[config.mk]
export PLATFORM = sky130hd
export DESIGN_NAME = iq_frame_queue
export DESIGN_NICKNAME = d
export VERILOG_FILES = /design/src/rtl/iq_pkg.sv /design/src/rtl/iq_ring_idx.sv /design/src/rtl/iq_regs.sv /design/src/rtl/iq_wr_ctrl.sv /design/src/rtl/iq_frame_queue.sv
export SDC_FILE = /design/constraint.sdc
export NUM_CORES = 1
export LEC_CHECK = 0
export BUFFER_PORTS_ARGS = -buffer_cell sky130_fd_sc_hd__buf_2
export CORE_MARGIN = 3
export CORE_UTILIZATION = 58
export CTS_CLUSTER_DIAMETER = 200
export DETAILED_ROUTE_END_ITERATION = 10
export PLACE_DENSITY = 0.93
export SLEW_MARGIN = 40
export SYNTH_ARGS = -nofsm -noshare
export SYNTH_HDL_FRONTEND = slang
export SYNTH_SLANG_ARGS = --single-unit
[constraint.sdc]
create_clock -name clk -period 4.05 [get_ports clk]
set_input_delay 1.215 -clock clk [delete_from_list [all_inputs] [get_ports clk]]
set_output_delay 1.215 -clock clk [all_outputs]
set_load 0.05 [all_outputs]
[src/rtl/iq_pkg.sv]
package iq_pkg;
  typedef enum logic [2:0] {
    RA_MODE = 3'd0,
    RA_STAT = 3'd1,
    RA_BASE = 3'd2,
    RA_DEQ  = 3'd3,
    RA_ENQ  = 3'd4
  } reg_addr_e;

  localparam int MD_EN       = 0;
  localparam int MD_DEQ_INC  = 1;
  localparam int MD_SIZE_LSB = 12;
  localparam int MD_SIZE_W   = 4;

  localparam int ST_MSG  = 0;
  localparam int ST_FULL = 4;
  localparam int ST_ERR  = 7;

  typedef enum logic {WS_IDLE = 1'b0, WS_REQ = 1'b1} wr_state_e;
endpackage

[src/rtl/iq_ring_idx.sv]
module iq_ring_idx #(
  parameter int IDX_W = 11
) (
  input  logic             clk,
  input  logic             rst,
  input  logic             clr,
  input  logic             adv,
  input  logic [IDX_W-1:0] mask,
  output logic [IDX_W-1:0] idx
);
  always_ff @(posedge clk) begin
    if (rst || clr) idx <= '0;
    else if (adv)   idx <= (idx + IDX_W'(1)) & mask;
  end
endmodule

[src/rtl/iq_regs.sv]
module iq_regs
  import iq_pkg::*;
#(
  parameter int ADDR_W = 32,
  parameter int DATA_W = 32
) (
  input  logic                 clk,
  input  logic                 rst,
  input  logic                 reg_we,
  input  logic                 reg_re,
  input  logic [2:0]           reg_addr,
  input  logic [DATA_W-1:0]    reg_wdata,
  output logic [DATA_W-1:0]    reg_rdata,
  input  logic [ADDR_W-1:0]    deq_ptr,
  input  logic [ADDR_W-1:0]    enq_ptr,
  input  logic                 set_msg,
  input  logic                 set_full,
  input  logic                 set_err,
  output logic                 mode_en,
  output logic [MD_SIZE_W-1:0] size_code,
  output logic [ADDR_W-1:0]    base_addr,
  output logic                 deq_inc_req,
  output logic                 base_load,
  output logic                 st_msg,
  output logic                 st_full,
  output logic                 st_err
);
  logic wr_mode, wr_stat;
  logic [DATA_W-1:0] rd_mux;

  assign wr_mode     = reg_we && (reg_addr == RA_MODE);
  assign wr_stat     = reg_we && (reg_addr == RA_STAT);
  assign base_load   = reg_we && (reg_addr == RA_BASE);
  assign deq_inc_req = wr_mode && reg_wdata[MD_DEQ_INC];

  always_comb begin
    rd_mux = '0;
    case (reg_addr)
      RA_MODE: begin
        rd_mux[MD_EN] = mode_en;
        rd_mux[MD_SIZE_LSB +: MD_SIZE_W] = size_code;
      end
      RA_STAT: begin
        rd_mux[ST_MSG]  = st_msg;
        rd_mux[ST_FULL] = st_full;
        rd_mux[ST_ERR]  = st_err;
      end
      RA_BASE: rd_mux = DATA_W'(base_addr);
      RA_DEQ:  rd_mux = DATA_W'(deq_ptr);
      RA_ENQ:  rd_mux = DATA_W'(enq_ptr);
      default: rd_mux = '0;
    endcase
  end

  always_ff @(posedge clk) begin
    if (rst) begin
      mode_en   <= 1'b0;
      size_code <= '0;
      base_addr <= '0;
      st_msg    <= 1'b0;
      st_full   <= 1'b0;
      st_err    <= 1'b0;
      reg_rdata <= '0;
    end else begin
      if (wr_mode) begin
        mode_en   <= reg_wdata[MD_EN];
        size_code <= reg_wdata[MD_SIZE_LSB +: MD_SIZE_W];
      end
      if (base_load) base_addr <= ADDR_W'(reg_wdata);
      st_msg  <= set_msg  | (st_msg  & ~(wr_stat & reg_wdata[ST_MSG]));
      st_full <= set_full | (st_full & ~(wr_stat & reg_wdata[ST_FULL]));
      st_err  <= set_err  | (st_err  & ~(wr_stat & reg_wdata[ST_ERR]));
      if (reg_re) reg_rdata <= rd_mux;
    end
  end
endmodule

[src/rtl/iq_wr_ctrl.sv]
module iq_wr_ctrl
  import iq_pkg::*;
#(
  parameter int ADDR_W = 32
) (
  input  logic              clk,
  input  logic              rst,
  input  logic              msg_valid,
  input  logic              msg_err,
  input  logic              enable,
  input  logic              q_full,
  input  logic [ADDR_W-1:0] enq_ptr,
  input  logic              fw_ack,
  output logic              fw_req,
  output logic [ADDR_W-1:0] fw_addr,
  output logic              commit,
  output logic              err_hit,
  output logic              drop_hit
);
  wr_state_e state;
  logic      take;

  assign take     = (state == WS_IDLE) && msg_valid && enable;
  assign err_hit  = take && msg_err;
  assign drop_hit = take && !msg_err && q_full;
  assign commit   = (state == WS_REQ) && fw_ack;

  always_ff @(posedge clk) begin
    if (rst) begin
      state   <= WS_IDLE;
      fw_req  <= 1'b0;
      fw_addr <= '0;
    end else begin
      case (state)
        WS_IDLE: if (take && !msg_err && !q_full) begin
          state   <= WS_REQ;
          fw_req  <= 1'b1;
          fw_addr <= enq_ptr;
        end
        WS_REQ: if (fw_ack) begin
          state  <= WS_IDLE;
          fw_req <= 1'b0;
        end
        default: state <= WS_IDLE;
      endcase
    end
  end
endmodule

[src/rtl/iq_frame_queue.sv]
module iq_frame_queue
  import iq_pkg::*;
#(
  parameter int ADDR_W      = 32,
  parameter int DATA_W      = 32,
  parameter int FRAME_BYTES = 4096,
  parameter int MAX_ENTRIES = 2048
) (
  input  logic              clk,
  input  logic              rst,
  input  logic              reg_we,
  input  logic              reg_re,
  input  logic [2:0]        reg_addr,
  input  logic [DATA_W-1:0] reg_wdata,
  output logic [DATA_W-1:0] reg_rdata,
  input  logic              msg_valid,
  input  logic              msg_err,
  output logic              fw_req,
  output logic [ADDR_W-1:0] fw_addr,
  input  logic              fw_ack,
  output logic              irq_msg,
  output logic              full_flag,
  output logic              err_flag
);
  localparam int IDX_W       = $clog2(MAX_ENTRIES);
  localparam int FRAME_SHIFT = $clog2(FRAME_BYTES);
  localparam int MAX_CODE    = IDX_W - 1;

  logic                 mode_en, deq_inc_req, base_load;
  logic [MD_SIZE_W-1:0] size_code, code_eff;
  logic [ADDR_W-1:0]    base_addr, deq_ptr, enq_ptr;
  logic [IDX_W:0]       span;
  logic [IDX_W-1:0]     mask, enq_idx, deq_idx;
  logic                 q_full, q_empty, deq_adv, more_left;
  logic                 commit, err_hit, drop_hit, set_msg;

  assign code_eff = (size_code > MD_SIZE_W'(MAX_CODE)) ? MD_SIZE_W'(MAX_CODE) : size_code;
  assign span     = (IDX_W+1)'(1) << (code_eff + MD_SIZE_W'(1));
  assign mask     = IDX_W'(span - (IDX_W+1)'(1));

  assign q_empty   = (enq_idx == deq_idx);
  assign q_full    = (((enq_idx + IDX_W'(1)) & mask) == deq_idx);
  assign more_left = (((deq_idx + IDX_W'(1)) & mask) != enq_idx);
  assign deq_adv   = deq_inc_req && !q_empty;
  assign set_msg   = commit || (deq_adv && more_left);

  assign enq_ptr = base_addr + (ADDR_W'(enq_idx) << FRAME_SHIFT);
  assign deq_ptr = base_addr + (ADDR_W'(deq_idx) << FRAME_SHIFT);

  iq_regs #(.ADDR_W(ADDR_W), .DATA_W(DATA_W)) u_regs (
    .clk, .rst, .reg_we, .reg_re, .reg_addr, .reg_wdata, .reg_rdata,
    .deq_ptr, .enq_ptr,
    .set_msg, .set_full(drop_hit), .set_err(err_hit),
    .mode_en, .size_code, .base_addr, .deq_inc_req, .base_load,
    .st_msg(irq_msg), .st_full(full_flag), .st_err(err_flag)
  );

  iq_ring_idx #(.IDX_W(IDX_W)) u_enq (
    .clk, .rst, .clr(base_load), .adv(commit), .mask, .idx(enq_idx)
  );

  iq_ring_idx #(.IDX_W(IDX_W)) u_deq (
    .clk, .rst, .clr(base_load), .adv(deq_adv), .mask, .idx(deq_idx)
  );

  iq_wr_ctrl #(.ADDR_W(ADDR_W)) u_wr (
    .clk, .rst, .msg_valid, .msg_err, .enable(mode_en), .q_full, .enq_ptr,
    .fw_ack, .fw_req, .fw_addr, .commit, .err_hit, .drop_hit
  );
endmodule

==> results_dict.tcl <==
set metrics [dict create \
    syn2layout_area_growth_pct 14.9 \
    core_area_um2 12900 \
    maxCapViolations 0 \
    dpl.cell_count 1210 \
    max_slew_margin_pct 39.3 \
    grt_pass1_wl_mm 38.6 \
    antenna_found_initial 0 \
    synth.area.top_cells "dfxtp_1 33%, nand2_1 7.2%, a21oi_1 5.3%" \
    clkLatencyLatePin_ns 0.43 \
    max_freq_mhz 284 \
    finalSetupViolCount 0 \
    irDropWorstVdd_v 0.000289 \
    clock_sinks 128 \
    io_pins 110 \
    cp.required_ns 4.40 \
    status "completed" \
    place_congestion 0.971 \
    setup.worst_path.end_class "flop" \
    tightest_slew_ns 0.910 \
    syn_nets 1053 \
    finalCriticalPeriod_ns 3.52 \
    power_frac_comb_pct 7.7 \
    drv_slew 0 \
    start_kind "flop" \
    dieWidth_um 122 \
    p_clk_share_pct 49.6 \
    ys_async_sr_fraction_pct 0 \
    route.antenna.remaining_nets 0 \
    rsz0062_at_grt "no" \
    power.net_switching_w 0.000870 \
    antennaDiodeCount 0 \
    netlist_area_um2 7820 \
    fin_nets 1126 \
    final_core_utilization_pct 69.8 \
    sw_frac_of_total_pct 28.6 \
    final-instance-count-excl-fill 1242 \
    cts_max_level 4 \
    setup_slack_ns 0.527 \
    start_util_pct 60.8 \
    cts_tree "yes" \
    finalCritPeriodShare_pct 87.0 \
    seqPwrFrac_pct 42.7 \
    yosys_warnings 0 \
    hold_buffers 0 \
    die_h_um 122 \
    grt.total_usage_pct 32.5 \
    whs_ns 0.459 \
    cts-buffers-inserted 17 \
    synth-main-ff-cell "dfxtp_1" \
    seq_area_frac_synth_pct 32.8 \
    dieArea_um2 14900 \
    synth_edf_count 0 \
    dr.pass1.iters 6 \
    hold_class "reg2reg" \
    wl_per_cell_um 19.6 \
    wirelength_mm 24.4 \
    dp_hpwl_mm 16.5 \
    synth-seq-cells 128 \
    avgSynthCellArea_um2 7.95 \
    p_int_w 0.00217 \
    rows 41 \
    num_vias 8159 \
    path_clk_slew_ns 0.07 \
    drc 0 \
    portBuffers 109 \
    crit_type "reg2reg" \
    synth_top_area_cell "dfxtp_1" \
    synth_cell_type_count 80 \
    finalClockSkew_ns 0.0106 \
    grt_max_degree 76 \
    worstPathMaxFanout 14 \
    overflow 0 \
    hold_violations 0 \
    post_cts_resize_count 0 \
    viasPerCell 6.57 \
    postSynthCellCount 984 \
    drive_gt1_share_pct 17.8 \
    power_density_nw_per_um2 339 \
    clock_path_buffers 2 \
    fin_setup_tns_ns 0 \
    grt_pass1_vias 7624 \
    drtIter0Drc 1132 \
    yosysTopAreaCellShare_pct 32.8 \
    dp_slack_ns 0.673 \
    worstPathArrival_ns 3.87 \
    p_leak_nw 3.74 \
    post_cts_buffers 0 \
    cts-root-buf "clkbuf_16" \
]
power by group through the flow:
| stage | sequential [W] | combinational [W] | clock, W |
|---|---|---|---|
| finish | 0.00130 | 0.000234 | 0.00151 |
| global placement | 0.00132 | 0.000219 | 0 |
| global route | 0.00130 | 0.000247 | 0.00156 |
| detailed placement | 0.00132 | 0.000223 | 0 |
| CTS | 0.00130 | 0.000227 | 0.00151 |
| floorplan | 0.00136 | 0.000116 | 0 |
cell usage in the layout, fill, tap and decap left out, types with 10 or more instances in the layout:
cell type and count:
dfxtp_1 128, a31oi_1 12, a21oi_1 83, nor2_1 92, inv_1 17, nor3_1 16, buf_2 109, and3_1 10
clkbuf_16 17, mux2i_1 39, nand3_1 26, a22oi_1 12, a211oi_1 14, and2_1 11, nand2_1 150, ha_1 25
a21o_1 10, o21ai_0 42, o211ai_1 15, xor2_1 30, xnor2_1 30, buf_4 19
cell families (layout without fill, tap and decap cells):
logic type	after synthesis	count (layout)	synth area share, %
muxes	43	43	5.57
other	1	1	0.0479
xor gates and xnor gates	60	60	6.72
buffers and inverters	91	177	5.07
DFF	128	128	32.8
AOI/OAI and AO/OA	255	255	21.8
adders and majority gates	27	27	4.51
and+or+nand+nor	379	379	23.5
per-stage QoR:
step,cell area (um2),total power (W)
3_3_place_gp,8390,0.00154
3_5_place_dp,8390,0.00155
4_1_cts,8980,0.00304
5_1_grt,8980,0.00311
2_1_floorplan,7820,0.00147
6_report,8980,0.00304
path summary, 6_finish.rpt:
path	cells after the start	start	slack [ns]	end
setup / recovery	10	u_regs.size_code[3]	0.53	u_wr.fw_addr[20]
hold / removal	2	u_wr.fw_addr[5]	0.46	u_wr.fw_addr[5]
setup reg to reg	10	u_regs.size_code[3]	0.53	u_wr.fw_addr[20]
hold reg to reg	2	u_wr.fw_addr[5]	0.46	u_wr.fw_addr[5]
cell usage after synthesis, types with 4 or more instances:
cell type  count
a211oi_1      14
a21o_1        10
a21oi_1       83
a221oi_1       7
a22oi_1       12
a311oi_1       4
a31oi_1       12
and2_1        11
and3_1        10
and4_1         7
buf_2          8
buf_4          6
clkbuf_1      54
dfxtp_1      128
ha_1          25
inv_1         17
mux2_2         4
mux2i_1       39
nand2_1      150
nand2b_1       4
nand3_1       26
nand4_1        4
nor2_1        92
nor2b_1        6
nor3_1        16
nor3b_1        8
nor4_1         8
nor4b_1        6
o2111ai_1      5
o211a_1        6
o211ai_1      15
o21a_1         6
o21ai_0       42
o21bai_1       4
o311ai_0       4
or2_2          5
or3_1          7
xnor2_1       30
xor2_1        30
final cells by class:
class	instances	area, um2
clock buffers	17	425
clock inverters	15	160
fillers	926	3890
inverters	17	63.8
multi-input cells	765	4870
flip-flops and latches	128	2560
well taps	172	215
repair buffers	128	688
sequential cells by signal, indices dropped and copies added, names as in the netlist:
name and cells:
u_regs.st_full 1, u_wr.fw_addr 32, u_regs.size_code 4, u_wr.fw_req 1, u_regs.st_msg 1, u_regs.reg_rdata 32
u_wr.state 1, u_regs.base_addr 32, u_enq.idx 11, u_deq.idx 11, u_regs.mode_en 1, u_regs.st_err 1
layer usage:
| layer | track usage, % | vias to the layer above | wire (um) |
|---|---|---|---|
| li1 | - | 3664 | - |
| met1 | 40.6 | 3738 | 9280 |
| met2 | 51.6 | 616 | 11000 |
| met3 | 7.61 | 141 | 2690 |
| met4 | 17.8 | 0 | 1420 |
| met5 | 0 | - | 0 |
critical path, cell delays in order, from the launching register on:
cell      delay, ns
dfxtp_1        0.47
nor2_2         0.36
nand2_1        0.10
ha_1           0.30
nor4bb_1       0.29
o21bai_1       0.13
a22o_1         0.23
xor2_1         0.16
nand4_1        0.42
o21ai_4        0.67
mux2i_1        0.29
No activity file was read; power rests on OpenSTA's default activity.
